### src/rtl/vit_pkg.sv
package vit_pkg;

  localparam int NST = 4;   // trellis states for constraint length 3

  typedef enum logic {PH_FILL = 1'b0, PH_STEADY = 1'b1} phase_e;

  // code pair emitted when input u leaves state s = {newer bit, older bit}
  function automatic logic [1:0] branch_code(input logic [1:0] s, input logic u);
    return {u ^ s[1] ^ s[0], u ^ s[0]};
  endfunction

endpackage

### src/rtl/vit_bmu.sv
module vit_bmu (
  input  logic [1:0]      sym,
  output logic [3:0][1:0] bm
);
  // bm[e] = Hamming distance between sym and code pair e
  for (genvar e = 0; e < 4; e++) begin : g_code
    logic [1:0] diff;
    assign diff  = sym ^ 2'(e);
    assign bm[e] = {diff[1] & diff[0], diff[1] ^ diff[0]};
  end

  always_comb begin
    for (int e = 0; e < 4; e++)
      assert (bm[e] != 2'd3);
  end
endmodule

### src/rtl/vit_acs_bfly.sv
module vit_acs_bfly #(
  parameter int MW = 6,
  parameter int BF = 0   // butterfly index: predecessors {BF,0} and {BF,1}
) (
  input  logic [MW-1:0]   pm_lo,
  input  logic [MW-1:0]   pm_hi,
  input  logic [3:0][1:0] bm,
  output logic [1:0][MW-1:0] nm,   // nm[u] feeds next state {u,BF}
  output logic [1:0]      dec
);
  import vit_pkg::*;
  localparam logic [1:0] ST_LO = 2'(2 * BF);
  localparam logic [1:0] ST_HI = 2'(2 * BF + 1);

  for (genvar u = 0; u < 2; u++) begin : g_out
    logic [1:0]    code_lo, code_hi;
    logic [MW-1:0] sum_lo, sum_hi;
    logic          take_lo;
    assign code_lo = branch_code(ST_LO, 1'(u));
    assign code_hi = branch_code(ST_HI, 1'(u));
    assign sum_lo  = pm_lo + MW'(bm[code_lo]);
    assign sum_hi  = pm_hi + MW'(bm[code_hi]);
    assign take_lo = (sum_lo < sum_hi);   // tie keeps the upper predecessor
    assign nm[u]   = take_lo ? sum_lo : sum_hi;
    assign dec[u]  = take_lo;
  end
endmodule

### src/rtl/vit_metric_reg.sv
module vit_metric_reg #(
  parameter int MW        = 6,
  parameter int INIT_BIAS = 16
) (
  input  logic               clk,
  input  logic               rst,
  input  logic               upd,
  input  logic [3:0][MW-1:0] nm,
  output logic [3:0][MW-1:0] pm,
  output logic [1:0]         best
);
  localparam logic [MW-1:0] BIAS   = MW'(INIT_BIAS);
  localparam logic [MW-1:0] SAFE_MAX = MW'((1 << MW) - 4);

  logic [MW-1:0] min_a, min_b, min_all;
  logic [3:0][MW-1:0] pm_q;

  assign min_a   = (nm[1] < nm[0]) ? nm[1] : nm[0];
  assign min_b   = (nm[3] < nm[2]) ? nm[3] : nm[2];
  assign min_all = (min_b < min_a) ? min_b : min_a;

  always_ff @(posedge clk) begin
    if (rst) begin
      pm_q[0] <= '0;
      pm_q[1] <= BIAS;
      pm_q[2] <= BIAS;
      pm_q[3] <= BIAS;
    end else if (upd) begin
      for (int i = 0; i < 4; i++) pm_q[i] <= nm[i] - min_all;
    end
  end

  // argmin of the stored metrics, lowest index wins ties
  always_comb begin
    logic [MW-1:0] bv;
    best = 2'd0;
    bv   = pm_q[0];
    for (int i = 1; i < 4; i++) begin
      if (pm_q[i] < bv) begin
        bv   = pm_q[i];
        best = 2'(i);
      end
    end
  end

  assign pm = pm_q;

  AST_MIN_ZERO: assert property (@(posedge clk) disable iff (rst)
    $past(upd) |-> (pm_q[0] == '0 || pm_q[1] == '0 || pm_q[2] == '0 || pm_q[3] == '0));

  for (genvar i = 0; i < 4; i++) begin : g_chk
    AST_NO_OVERFLOW: assert property (@(posedge clk) disable iff (rst)
      pm_q[i] < SAFE_MAX);
  end
endmodule

### src/rtl/vit_path_mem.sv
module vit_path_mem #(
  parameter int DEPTH = 16
) (
  input  logic                 clk,
  input  logic                 rst,
  input  logic                 we,
  input  logic [3:0]           wdata,
  output logic [DEPTH-1:0][3:0] words,
  output logic [$clog2(DEPTH)-1:0] last_ptr
);
  localparam int PW = $clog2(DEPTH);

  logic [PW-1:0]          wptr_q;
  logic [DEPTH-1:0][3:0]  mem_q;

  always_ff @(posedge clk) begin
    if (rst) wptr_q <= '0;
    else if (we) wptr_q <= wptr_q + 1'b1;
  end

  always_ff @(posedge clk) begin
    if (we) mem_q[wptr_q] <= wdata;
  end

  assign words    = mem_q;
  assign last_ptr = wptr_q - 1'b1;

  AST_PTR_STEP: assert property (@(posedge clk) disable iff (rst)
    we |=> (wptr_q == $past(wptr_q) + 1'b1));
  AST_PTR_HOLD: assert property (@(posedge clk) disable iff (rst)
    !we |=> $stable(wptr_q));
endmodule

### src/rtl/vit_traceback.sv
module vit_traceback #(
  parameter int DEPTH  = 16,
  parameter int TB_LEN = 15
) (
  input  logic [DEPTH-1:0][3:0]       words,
  input  logic [$clog2(DEPTH)-1:0]    last_ptr,
  input  logic [1:0]                  start,
  output logic                        bit_out
);
  localparam int PW = $clog2(DEPTH);

  logic [TB_LEN:0][1:0] st;
  assign st[0] = start;

  // step back: predecessor is {s[0], 0} when the decision says lower, else {s[0], 1}
  for (genvar i = 0; i < TB_LEN; i++) begin : g_hop
    logic [PW-1:0] idx;
    logic          d;
    assign idx       = last_ptr - PW'(i);
    assign d         = words[idx][st[i]];
    assign st[i + 1] = {st[i][0], ~d};
  end

  assign bit_out = st[TB_LEN][1];

  initial assert (TB_LEN < DEPTH);
endmodule

### src/rtl/vit_ctrl.sv
module vit_ctrl #(
  parameter int TB_LEN = 15
) (
  input  logic clk,
  input  logic rst,
  input  logic step,
  output logic go,
  output logic emit,
  output logic steady
);
  import vit_pkg::*;
  localparam int CW = $clog2(TB_LEN) + 1;

  phase_e        phase_q;
  logic [CW-1:0] cnt_q;
  logic          go_q, emit_q;

  always_ff @(posedge clk) begin
    if (rst) begin
      phase_q <= PH_FILL;
      cnt_q   <= '0;
      go_q    <= 1'b0;
      emit_q  <= 1'b0;
    end else begin
      go_q   <= step && (phase_q == PH_STEADY);
      emit_q <= go_q;
      if (step && phase_q == PH_FILL) begin
        cnt_q <= cnt_q + 1'b1;
        if (cnt_q == CW'(TB_LEN - 1)) phase_q <= PH_STEADY;
      end
    end
  end

  assign go     = go_q;
  assign emit   = emit_q;
  assign steady = (phase_q == PH_STEADY);

  AST_EMIT_AFTER_STEP: assert property (@(posedge clk) disable iff (rst)
    emit_q |-> $past(step, 2));
  AST_FILL_SILENT: assert property (@(posedge clk) disable iff (rst)
    emit_q |-> $past(phase_q == PH_STEADY));
endmodule

### src/rtl/vit_hd_decoder.sv
module vit_hd_decoder #(
  parameter int MW        = 6,
  parameter int INIT_BIAS = 16,
  parameter int DEPTH     = 16,
  parameter int TB_LEN    = 15
) (
  input  logic       clk,
  input  logic       rst,
  input  logic       in_valid,
  input  logic [1:0] in_sym,
  output logic       out_valid,
  output logic       out_bit
);
  localparam int PW = $clog2(DEPTH);

  logic [3:0][1:0]    bm;
  logic [3:0][MW-1:0] pm, nm;
  logic [3:0]         dec;
  logic [1:0]         best;
  logic [DEPTH-1:0][3:0] words;
  logic [PW-1:0]      last_ptr;
  logic               tb_bit, go, emit, steady;
  logic               out_bit_q;

  vit_bmu u_bmu (.sym(in_sym), .bm(bm));

  // butterfly b: predecessors 2b, 2b+1 -> next states b (u=0) and 2+b (u=1)
  for (genvar b = 0; b < 2; b++) begin : g_bfly
    logic [1:0][MW-1:0] bnm;
    logic [1:0]         bdec;
    vit_acs_bfly #(.MW(MW), .BF(b)) u_acs (
      .pm_lo(pm[2*b]), .pm_hi(pm[2*b+1]), .bm(bm),
      .nm(bnm), .dec(bdec)
    );
    assign nm[b]      = bnm[0];
    assign nm[2 + b]  = bnm[1];
    assign dec[b]     = bdec[0];
    assign dec[2 + b] = bdec[1];
  end

  vit_metric_reg #(.MW(MW), .INIT_BIAS(INIT_BIAS)) u_pm (
    .clk(clk), .rst(rst), .upd(in_valid), .nm(nm), .pm(pm), .best(best)
  );

  vit_path_mem #(.DEPTH(DEPTH)) u_hist (
    .clk(clk), .rst(rst), .we(in_valid), .wdata(dec),
    .words(words), .last_ptr(last_ptr)
  );

  vit_traceback #(.DEPTH(DEPTH), .TB_LEN(TB_LEN)) u_tb (
    .words(words), .last_ptr(last_ptr), .start(best), .bit_out(tb_bit)
  );

  vit_ctrl #(.TB_LEN(TB_LEN)) u_ctrl (
    .clk(clk), .rst(rst), .step(in_valid), .go(go), .emit(emit), .steady(steady)
  );

  always_ff @(posedge clk) begin
    if (rst) out_bit_q <= 1'b0;
    else if (go) out_bit_q <= tb_bit;
  end

  assign out_valid = emit;
  assign out_bit   = out_bit_q;

  AST_GO_NEEDS_STEADY: assert property (@(posedge clk) disable iff (rst)
    go |-> steady);
  AST_RESET_QUIET: assert property (@(posedge clk)
    $past(rst) |-> (!out_valid && !out_bit));
endmodule

### config.mk
export PLATFORM = sky130hd
export DESIGN_NAME = vit_hd_decoder
export DESIGN_NICKNAME = d
export VERILOG_FILES = /design/src/rtl/vit_pkg.sv /design/src/rtl/vit_bmu.sv /design/src/rtl/vit_acs_bfly.sv /design/src/rtl/vit_metric_reg.sv /design/src/rtl/vit_path_mem.sv /design/src/rtl/vit_traceback.sv /design/src/rtl/vit_ctrl.sv /design/src/rtl/vit_hd_decoder.sv
export SDC_FILE = /design/constraint.sdc
export NUM_CORES = 1
export LEC_CHECK = 0
export ABC_AREA = 0
export BUFFER_PORTS_ARGS = -buffer_cell sky130_fd_sc_hd__buf_2
export CAP_MARGIN = 30
export CORE_MARGIN = 1
export CORE_UTILIZATION = 49
export CTS_CLUSTER_SIZE = 16
export DETAILED_ROUTE_END_ITERATION = 10
export PLACE_DENSITY = 0.67
export SYNTH_ARGS = -nofsm -noshare
export SYNTH_HDL_FRONTEND = slang
export SYNTH_SLANG_ARGS = --single-unit
### constraint.sdc
create_clock -name clk -period 8.9 [get_ports clk]
set_input_delay 1.335 -clock clk [delete_from_list [all_inputs] [get_ports clk]]
set_output_delay 1.335 -clock clk [all_outputs]
set_load 0.01 [all_outputs]
# ---- After elaboration in Yosys (flattened, before gate mapping)
# Index checks and enable logic that the tools add are counted.
dict set report word_totals {
  word_cells 196
  reg_bits 101
  input_bits 5
}
dict set report op_classes {
  reduce_logical 4
  n_eq_ne 1
  n_lt_le_gt_ge 40
  n_mux 71
  add_sub_neg 28
  n_bitwise 26
}
# cell n
set op_table {}
lappend op_table {{$bmux 4 s4} 14}
lappend op_table {{$lt 4x5->1 const B} 15}
lappend op_table {{$bwmux 64} 1}
lappend op_table {{$lt 6x6->1} 10}
lappend op_table {{$mux 4} 15}
lappend op_table {{$mux 6} 9}
lappend op_table {{$add 6x2->6} 8}
lappend op_table {{$lt 2x3->1 const B} 14}
lappend op_table {{$bmux 1 s2} 14}
lappend op_table {{$sub 4x4->4 const B} 6}
lappend op_table {{$sub 6x6->6} 4}
lappend op_table {{$not 1->1} 17}
lappend op_table {{$demux 4 s4} 1}
lappend op_table {{$sub 4x3->4 const B} 4}
lappend op_table {{$mux 1} 15}
lappend op_table {{$sub 4x1->4 const B} 2}
lappend op_table {{$sub 4x2->4 const B} 2}
lappend op_table {{$add 5x1->5 const B} 1}
lappend op_table {{$eq 5x4->1 const B} 1}
lappend op_table {{$add 4x1->4 const B} 1}
lappend op_table {{$and 1x1->1} 4}
lappend op_table {{$ge 4x1->1 const B} 1}
lappend op_table {{$mux 2} 2}
lappend op_table {{$xor 1x1->1} 4}
lappend op_table {{3 further kinds} 5}

# ---- Logic depth before layout (Yosys ltp)
dict set report depth {
  depth_word 48
  mapped_depth 42
}

# ---- Cells and area by module
# From an unflattened synthesis, not the netlist that was laid out.
dict set report hier_totals {
  hier_cells 1099
  hier_area_um2 11666.2
}
# module n_inst seq_area_each_um2 cells_per_inst area_each_um2
set modules_own_cells {}
lappend modules_own_cells {vit_traceback 1 0.0 337 3981.3}
lappend modules_own_cells {vit_metric_reg 1 480.5 394 3084.2}
lappend modules_own_cells {vit_path_mem 1 2001.9 112 2348.5}
lappend modules_own_cells {vit_acs_bfly 2 0.0 105 897.1}
lappend modules_own_cells {vit_ctrl 1 160.2 34 347.8}
lappend modules_own_cells {vit_bmu 1 0.0 9 76.3}
lappend modules_own_cells {vit_hd_decoder 1 20.0 3 33.8}

# ---- Worst setup path before layout
# No wires, ideal clock.
dict set report synth_path {
  path_type {input to register}
  startpoint {input in_sym[0]}
  endpoint {register u_pm.pm_q, in the netlist u_pm.pm[23]}
  setup_time_ps 149
  path_slack_ps -446
  t_arrival_ps 9197
  cell_stages 40
  path_buffers 1
  path_cell_list {inv_1 -> ha_1 -> inv_1 -> ha_1 -> fa_1 -> inv_1 -> ha_1 -> a21o_1 -> a21o_1 -> a21o_1 -> a21o_1 -> a21oi_1 -> nor2_1 -> a21oi_1 -> inv_1 -> ha_1 -> a21boi_0 -> o21a_1 -> (+4 left out) -> clkbuf_1 -> mux2_2 -> ha_1 -> a21o_1 -> a21oi_1 -> o21ai_1 -> mux2_2 -> inv_1 -> ha_1 -> nor2b_1 -> o21ai_0 -> nand2b_1 -> a21o_1 -> a21oi_1 -> xor2_1 -> nor2_1 -> nand2_1 -> o221ai_1}
}
dict set report synth_between {
  elab_chain_len 10
  elab_cells_between_ends 33
  classes_between {add/sub (9); order compare (7); mux (7); bitwise (10)}
}
# element line
set synth_lines {}
lappend synth_lines {{start, declared} vit_hd_decoder.sv:10} ;# input logic [1:0] in_sym,
lappend synth_lines {{$not 1->1 (no source line)} --}
lappend synth_lines {{$xor 1x1->1 or $and 1x1->1 (tied branches)} vit_bmu.sv:9} ;# assign bm[e] = {diff[1] & diff[0], diff[1] ^ diff[0]};
lappend synth_lines {{$add 6x2->6} vit_acs_bfly.sv:21} ;# assign sum_lo = pm_lo + MW'(bm[code_lo]);
lappend synth_lines {{$lt 6x6->1 *} vit_acs_bfly.sv:23} ;# assign take_lo = (sum_lo < sum_hi);
lappend synth_lines {{net g_bfly[1].u_acs.g_out[1].take_lo} vit_acs_bfly.sv:18} ;# logic take_lo;
lappend synth_lines {{$mux 6 *} vit_acs_bfly.sv:24} ;# assign nm[u] = take_lo ? sum_lo : sum_hi;
lappend synth_lines {{$lt 6x6->1} vit_metric_reg.sv:19} ;# assign min_b = (nm[3] < nm[2]) ? nm[3] : nm[2];
lappend synth_lines {{$mux 6} vit_metric_reg.sv:19}
lappend synth_lines {{$lt 6x6->1} vit_metric_reg.sv:20} ;# assign min_all = (min_b < min_a) ? min_b : min_a;
lappend synth_lines {{$mux 6} vit_metric_reg.sv:20}
lappend synth_lines {{$sub 6x6->6 *} vit_metric_reg.sv:29} ;# for (int i = 0; i < 4; i++) pm_q[i] <= nm[i] - min_all;
lappend synth_lines {{end, declared} vit_metric_reg.sv:16} ;# logic [3:0][MW-1:0] pm_q;
# Mark *: on every way through the listed nets, which the timed path passes. The rest lies on a longest branch.
# A chain may end at the register's enable or synchronous reset.

# ---- Final worst setup path
dict set report layout_path {
  startpoint {input in_sym[1]}
  endpoint {register u_pm.pm_q, in the netlist u_pm.pm[17]}
}
dict set report layout_between {
  elab_chain_len 10
  elab_cells_between_ends 33
  classes_between {add/sub (9); order compare (7); mux (7); bitwise (10)}
}
# element line
set layout_lines {}
lappend layout_lines {{$not 1->1 (no source line)} --}
lappend layout_lines {{$xor 1x1->1 or $and 1x1->1 (tied branches)} vit_bmu.sv:9}
lappend layout_lines {{$add 6x2->6} vit_acs_bfly.sv:22} ;# assign sum_hi = pm_hi + MW'(bm[code_hi]);
lappend layout_lines {{$lt 6x6->1 *} vit_acs_bfly.sv:23}
lappend layout_lines {{net g_bfly[1].u_acs.g_out[1].take_lo} vit_acs_bfly.sv:18}
lappend layout_lines {{$mux 6 *} vit_acs_bfly.sv:24}
lappend layout_lines {{$lt 6x6->1} vit_metric_reg.sv:19}
lappend layout_lines {{$mux 6 *} vit_metric_reg.sv:19}
lappend layout_lines {{$lt 6x6->1} vit_metric_reg.sv:20}
lappend layout_lines {{$mux 6 *} vit_metric_reg.sv:20}
lappend layout_lines {{$sub 6x6->6 *} vit_metric_reg.sv:29}
# Marks and branches as above.

==> results.py <==
metrics = {
    "run_status": {
        "status": "completed",
    },
    "floorplan": {
        "dieArea_mm2": 0.0240,
        "start_util_pct": 50.3,
        "rows": 55,
        "core_area_mm2": 0.0228,
        "die_h_um": 155,
        "die_w_um": 155,
        "top_level_ports": 7,
    },
    "clock_network": {
        "clk_pin_slew_ps": 80,
        "postCtsHoldBufs": 0,
        "cts_buffers": 9,
        "clk_latency_ps": 360,
        "cts_max_level": 3,
        "cts.sinks": 101,
        "root_buffer": "clkbuf_16",
        "cts_tree": "built",
        "cts_buffer_depth": 2,
    },
    "global_routing": {
        "grt_start_max_net_pins": 72,
        "grt_pass1_vias": 8892,
        "antenna_found_initial": 0,
        "grt.overflow.total": 0,
        "grt_pass1_wl_mm": 49.9,
        "gr-usage-all-layers_pct": 27.2,
    },
    "timing": {
        "slew-limit-headroom_pct": 36.1,
        "setup_viol": 0,
        "finalCritPeriodShare_pct": 94.3,
        "clock-skew-final_ps": 13.2,
        "max_freq_mhz": 119,
        "timing.setup.tns_ps": 0,
        "final.min_clock_period_ps": 8400,
        "worst_pin_slew_ps": 958,
        "finalHoldViolations": 0,
        "maxSlewViolCount": 0,
    },
    "placement": {
        "place.gp.congestion": 0.995,
        "dp_hpwl_mm": 25.2,
        "port_buffers": 6,
    },
    "yosys": {
        "synth-async-reset-ratio_pct": 0,
        "ys.flop_type": "edfxtp_1",
        "ys_ff_latch": 101,
        "yosysTopAreaCellShare_pct": 16.8,
        "ys_warn_count": 0,
        "syn_avg_cell_area_um2": 9.71,
        "yosysTopAreaCell": "edfxtp_1",
        "synth_area_mm2": 0.0115,
        "synthTopCellsByArea": "edfxtp_1 (17%), mux2i_1 (13%), ha_1 (11%)",
        "synthDistinctLibCells": 94,
        "synth-seq-area-share_pct": 23.2,
        "synth_edf_count": 64,
        "syn_nets": 1296,
        "postSynthCellCount": 1180,
    },
    "critical_path": {
        "cp.arrival_ps": 8600,
        "cp_top_family": "compound AO/OA/AOI/OAI gates",
        "required_ps": 9110,
        "cp_max_fo": 6,
        "cp_slowest_cell": "fa_1",
        "start_kind": "primary input",
        "slowest_delay_ps": 500,
        "criticalPathCategory": "primary input to flip-flop",
        "path_common_cell": "a21o_1",
        "crit_buf_inv": 6,
        "endpoint_kind": "flip-flop",
    },
    "flow_run": {
        "drv_cap": 0,
    },
    "layout": {
        "fin_nets": 1331,
        "insertedDiodeCount": 0,
        "syn_to_final_growth_pct": 10.1,
        "drive_gt1_share_pct": 19.8,
        "fillers": 1990,
    },
    "detailed_routing": {
        "ant_nets": 0,
        "routedWlPerCell_um": 20.6,
        "vias_per_cell": 5.94,
        "num_vias": 9109,
        "post-route-drc-count": 0,
        "drtIter0Drc": 643,
        "drt_wl_total_mm": 31.6,
        "drtPass1Iterations": 5,
    },
    "hold_path": {
        "hold_class": "flip-flop to flip-flop",
    },
}
==> final timing paths <==
path,depth (start not counted),startpoint,end,slack (ps)
setup reg to reg,37,u_pm.pm[3]$_SDFFE_PP0P_,out_bit$_SDFFE_PP0P_,650
setup / recovery,42,in_sym[1],u_pm.pm[17]$_SDFFE_PP0P_,500
hold / removal,2,u_ctrl.steady$_SDFFE_PP0P_,u_ctrl.go$_SDFF_PP0_,500
hold reg to reg,2,u_ctrl.steady$_SDFFE_PP0P_,u_ctrl.go$_SDFF_PP0_,500
==> cell usage after synthesis, drive strengths merged (7+ instances only) <==
master  instances
nand3          18
o21ai          50
a31oi          10
dfxtp          37
nand2          75
a211oi         20
o21a           12
nor2           96
nand2b         21
or2            12
a21o           37
xnor2          31
inv            72
buf            27
xor2           36
fa             12
edfxtp         64
mux2           47
nand4           7
a21oi          54
mux2i         152
ha             99
clkbuf         24
mux4           38
nor2b          14
and2           25
==> logic make-up (layout without fill, tap and decap cells) <==
logic type | after synthesis | after routing | share of synthesized area [%]
AO/OA/AOI/OAI | 242 | 242 | 14.9
XOR/XNOR | 67 | 67 | 5.71
adder cells (fa/ha/maj) | 111 | 111 | 12.9
buffers and inverters | 123 | 163 | 4.77
flip-flops | 101 | 101 | 23.2
multiplexers | 237 | 237 | 25.5
AND/OR/NAND/NOR | 299 | 299 | 13.0
==> layer usage <==
metal  wire (µm)  vias up  track usage [%]
met3        1110       60             2.56
met2       15500      204             47.5
met1       13600     4408             34.1
li1            -     4437                -
met5           0        -                0
met4        1400        0             11.9
==> flip-flops by register name, indices dropped and copies added, names as in the netlist <==
signal / cells
u_ctrl.cnt_q: 5
out_bit: 1
u_hist.wptr_q: 4
u_hist.words: 64
u_ctrl.emit: 1
u_ctrl.go: 1
u_ctrl.steady: 1
u_pm.pm: 24
==> metrics by stage <==
stage | instance area [µm²] | util (%) | instances | setup WS, ps | hold WS (ps)
2_1_floorplan | 11500 | - | 1180 | 47.5 | 432
3_3_place_gp | 12200 | 53.4 | 1515 | 127 | 483
3_5_place_dp | 12200 | 53.4 | 1515 | 4.36 | 503
4_1_cts | 12500 | 54.7 | 1531 | 41.8 | 517
5_1_grt | 12600 | 55.4 | 1533 | -10.2 | 534
6_report | 12600 | 55.4 | 1533 | 505 | 501
==> repair_timing <==
action / 4_1_cts / 5_1_grt
setup endpoints to repair: 0 / 6
gates resized for setup: 0 / 31
buffers inserted: 0 / 2
==> final cells by class <==
| cell class | instances | area, µm² | area share [%] |
|---|---|---|---|
| sequential | 101 | 2670 | 21.1 |
| inverter | 72 | 270 | 2.14 |
| clock inverter | 7 | 81.3 | 0.645 |
| multi-input combinational | 956 | 8410 | 66.7 |
| timing repair buffer | 75 | 564 | 4.47 |
| tap | 313 | 392 | 3.11 |
| clock buffer | 9 | 225 | 1.79 |
==> worst register-to-register path: cells and delay by family, from the launching register on <==
kind	cells	cell delay, ps
buffers and inverters	4	620
and+or+nand+nor	8	1070
DFF	1	330
adders and majority gates	3	730
muxes	8	2530
AOI/OAI and AO/OA	14	2840
==> cells in the final DEF, fill, tap and decap left out, types with 9 or more instances in the layout <==
cell type / Yosys / layout
o21a_1: 12 / 12
mux4_2: 37 / 37
ha_1: 99 / 97
buf_4: 5 / 67
and2_1: 25 / 24
or2_2: 10 / 10
edfxtp_1: 64 / 64
o21ai_0: 44 / 40
inv_1: 71 / 71
nand2_1: 74 / 72
fa_1: 12 / 12
mux2_2: 43 / 43
a21o_1: 37 / 36
nor2_1: 96 / 95
a211oi_1: 18 / 17
a21oi_1: 52 / 44
nand3_1: 17 / 17
xnor2_1: 28 / 28
clkbuf_16: 0 / 9
xor2_1: 33 / 33
nor2b_1: 14 / 14
dfxtp_1: 37 / 36
nand2b_1: 21 / 21
mux2i_1: 151 / 147
Power is not shown: default switching activity piles up to over one toggle a cycle in this logic, so the estimate is an artifact.
